**config.mk**
```make
export PLATFORM = sky130hd
export DESIGN_NAME = msi_vector_capture
export DESIGN_NICKNAME = d
export VERILOG_FILES = /design/src/rtl/msi_vector_capture.sv
export SDC_FILE = /design/constraint.sdc
export NUM_CORES = 1
export LEC_CHECK = 0
export BUFFER_PORTS_ARGS = -buffer_cell sky130_fd_sc_hd__buf_2
export CAP_MARGIN = 20
export CORE_MARGIN = 2
export CORE_UTILIZATION = 45
export DETAILED_ROUTE_END_ITERATION = 10
export MAX_ROUTING_LAYER = met4
export PLACE_DENSITY = 0.87
export SYNTH_ARGS = -nofsm -noshare
export SYNTH_HDL_FRONTEND = slang
export SYNTH_SLANG_ARGS = --single-unit
```
**constraint.sdc**
```tcl
create_clock -name clk -period 4.5 [get_ports clk]
set_input_delay 0.675 -clock clk [delete_from_list [all_inputs] [get_ports clk]]
set_output_delay 0.675 -clock clk [all_outputs]
set_load 0.01 [all_outputs]
```
**src/rtl/msi_vector_capture.sv**
```systemverilog
module msi_vector_capture #(
  parameter int NUM_VEC = 32,
  parameter int ADDR_W = 32,
  parameter int DATA_W = 32,
  parameter logic [ADDR_W-1:0] TARGET_ADDR = 'h190
) (
  input  logic               clk,
  input  logic               rst_n,
  input  logic               wr_valid,
  input  logic [ADDR_W-1:0]  wr_addr,
  input  logic [DATA_W-1:0]  wr_data,
  input  logic               clr_valid,
  input  logic [NUM_VEC-1:0] clr_mask,
  input  logic               sum_clr,
  output logic [NUM_VEC-1:0] pend_vec,
  output logic               sum_req
);
  localparam int IDX_W = $clog2(NUM_VEC);
  localparam logic [NUM_VEC-1:0] ONE = NUM_VEC'(1);

  logic               accept;
  logic [NUM_VEC-1:0] set_bits;
  logic [NUM_VEC-1:0] keep_bits;
  logic [NUM_VEC-1:0] pend_nxt;
  logic               sum_set;

  assign accept    = wr_valid && (wr_addr == TARGET_ADDR) && (wr_data < DATA_W'(NUM_VEC));
  assign set_bits  = accept ? (ONE << wr_data[IDX_W-1:0]) : '0;
  assign keep_bits = clr_valid ? (pend_vec & ~clr_mask) : pend_vec;
  assign pend_nxt  = keep_bits | set_bits;
  assign sum_set   = accept || (clr_valid && (pend_nxt != '0));

  always_ff @(posedge clk) begin
    if (!rst_n) begin
      pend_vec <= '0;
      sum_req  <= 1'b0;
    end else begin
      pend_vec <= pend_nxt;
      if (sum_set)
        sum_req <= 1'b1;
      else if (sum_clr)
        sum_req <= 1'b0;
    end
  end
endmodule

```
==> results_dict.tcl <==
set metrics [dict create \
    syn_avg_cell_area_sq_um 7.711 \
    max_cap_viol_count 0 \
    worstMarginPinSlew_ps 631.6 \
    final_common_cell "buf_2" \
    wire_per_inst_um 13.67 \
    post-place-cells 425 \
    gp_congestion 0.8220 \
    timing.rr.start "pend_vec[12]" \
    synth_top_area_share 0.3321 \
    slew_headroom 0.5774 \
    initial_core_util 0.4633 \
    grt_pass1_wl_um 9515 \
    timing.fmax_mhz 491.8 \
    min_period_over_period 0.4519 \
    drt-vias-per-instance 5.275 \
    cts_tree "yes" \
    finalHoldViolCount 0 \
    synth-seq-cells 33 \
    ys_top_cells_by_area "dfxtp_1 33%, nand2_1 11%, a21boi_1 11%" \
    finalSetupViolations 0 \
    fillers 387 \
    drt_iter0_drc 179 \
    hold_start "pend_vec[17]" \
    clock_path_buffers 2 \
    synthCells 258 \
    multiInputGateArea_sq_um 1144 \
    cts_root_buf "clkbuf_8" \
    skew_ps 1.760 \
    ys.warnings.count 0 \
    cts_max_level 2 \
    cts_resized 0 \
    ir_drop_v 0.0001101 \
    endpoint_kind "flip-flop" \
    track_usage 0.2467 \
    worstPathRequired_ps 4740 \
    setup.worst_path.class "input pin to flip-flop" \
    antennaDiodeCount 0 \
    ys_types 33 \
    drc 0 \
    power_leakage_nw 1.247 \
    finalNonFillerCells 433 \
    numCtsBuffers 5 \
    vias 2284 \
    layout_common_cells "133 x buf_2, 58 x nand2_1, 33 x dfxtp_1" \
    report.power.total_mw 0.6271 \
    core.rowCount 24 \
    startpoint "wr_data[9]" \
    rsz0062_at_grt "false" \
    fin_util 0.6358 \
    io_pins 134 \
    ant_nets 0 \
    clk_pin_slew_ps 60 \
    drv_slew 0 \
    ys_seq_area_frac 0.3321 \
    yosys.area.top_type "dfxtp_1" \
    reg2reg_depth 5 \
    clk_latency_ps 290 \
    die_h_um 70.49 \
    nets 481 \
    seqCellArea_sq_um 660.6 \
    die-area_sq_um 4969 \
    drive_gt1_frac 0.3963 \
    die_w_um 70.49 \
    path_max_fanout 34 \
    setup-tns-final_ps 0 \
    synth_nets 359 \
    fin_worst_hold_slack_ps 466.5 \
    status "finished clean" \
    hold-path-cell-count 2 \
    clkSinkCount 33 \
    drt_wl_total_um 5921 \
    syn_area_sq_um 1989 \
    area_delta_synth_final_pct 37.23 \
    grt_remaining_overflow 0 \
    period_minus_slack_ps 2033 \
    grt_antenna_before_repair 0 \
    dr.pass1.iters 4 \
    grt_max_degree 36 \
    p_per_area_nw_per_um2 229.7 \
    cp-start-kind "input pin" \
    postCtsSetupRepairBufs 0 \
    grt_pass1_vias 2115 \
    arrival_ps 2270 \
    core-area_sq_um 4294 \
    hpwl_um 4531 \
    portBuffers 133 \
    cts_hold_buf 0 \
    hold_path.class "flip-flop to flip-flop" \
]
[worst max-delay path, stage by stage]
cell	delay [ps]
buf_2	100
nor4_2	290
nand4_1	190
nor4_4	290
buf_4	340
and4b_2	280
o21a_1	100
[state kept, by name (all words and copies together) (netlist names)]
| register | flops |
|---|---|
| pend_vec | 32 |
| sum_req | 1 |
[cells in the mapped netlist]
cell / n
nor4b_1: 1
o211ai_1: 1
and2_1: 2
or4_1: 2
a31oi_1: 1
a21boi_1: 28
dfxtp_1: 33
inv_1: 23
nand3_1: 1
nor4_2: 4
a22oi_1: 1
a21boi_0: 1
o2111ai_1: 1
buf_6: 3
a2111oi_0: 2
buf_2: 4
nor2_1: 5
nand2_1: 58
a222oi_1: 2
nor2b_1: 12
clkbuf_1: 12
nor4_4: 1
a21oi_1: 2
nor4_1: 9
o31ai_1: 1
nand4_1: 19
nor3_1: 1
nor4bb_1: 1
nor4b_2: 1
and4b_2: 3
o22ai_1: 8
nand4b_1: 12
o21a_1: 3
[report_power, final]
part           switching (mW)  internal (mW)  total, mW  leakage (nW)
combinational          0.0449         0.0441     0.0890         0.928
sequential                  0          0.292      0.292         0.266
clock                   0.108          0.138      0.246        0.0542
[final timing paths]
kind,endpoint,slack (ps)
worst max-delay path,pend_vec[12],2470
worst min-delay path,pend_vec[17],470
worst min register to register,pend_vec[17],470
worst max register to register,sum_req,2780
[kinds of logic after synthesis]
| group | share of synthesized area |
|---|---|
| AND/OR/NAND/NOR | 0.3862 |
| AO/OA/AOI/OAI | 0.1887 |
| buffers and inverters | 0.09308 |
| flip-flops | 0.3321 |
[per-stage QoR]
step	cell area, sq um	worst slack [ps]
finish	2730	2467
global route	2730	2313
CTS	2730	2503
detailed placement	2629	2196
global placement	2629	2263
floorplan	1989	2502
[layer usage]
| layer | share of wire | global-route usage | wire [um] | up-vias |
|---|---|---|---|---|
| li1 | - | - | - | 1163 |
| met1 | 0.44 | 0.3148 | 2576 | 1006 |
| met2 | 0.46 | 0.3868 | 2700 | 103 |
| met3 | 0.091 | 0.04185 | 539 | 12 |
| met4 | 0.018 | 0.1026 | 105 | 0 |
| met5 | 0 | - | 0 | - |
[final cells by class]
cell class,instances,share of cell area
Multi-Input combinational cell,183,0.4189
Timing Repair Buffer,134,0.2466
Sequential cell,33,0.2420
Clock buffer,7,0.03529
Inverter,23,0.03162
Tap cell,52,0.02383
Clock inverter,1,0.001833
(Power assumes the default switching activity.)
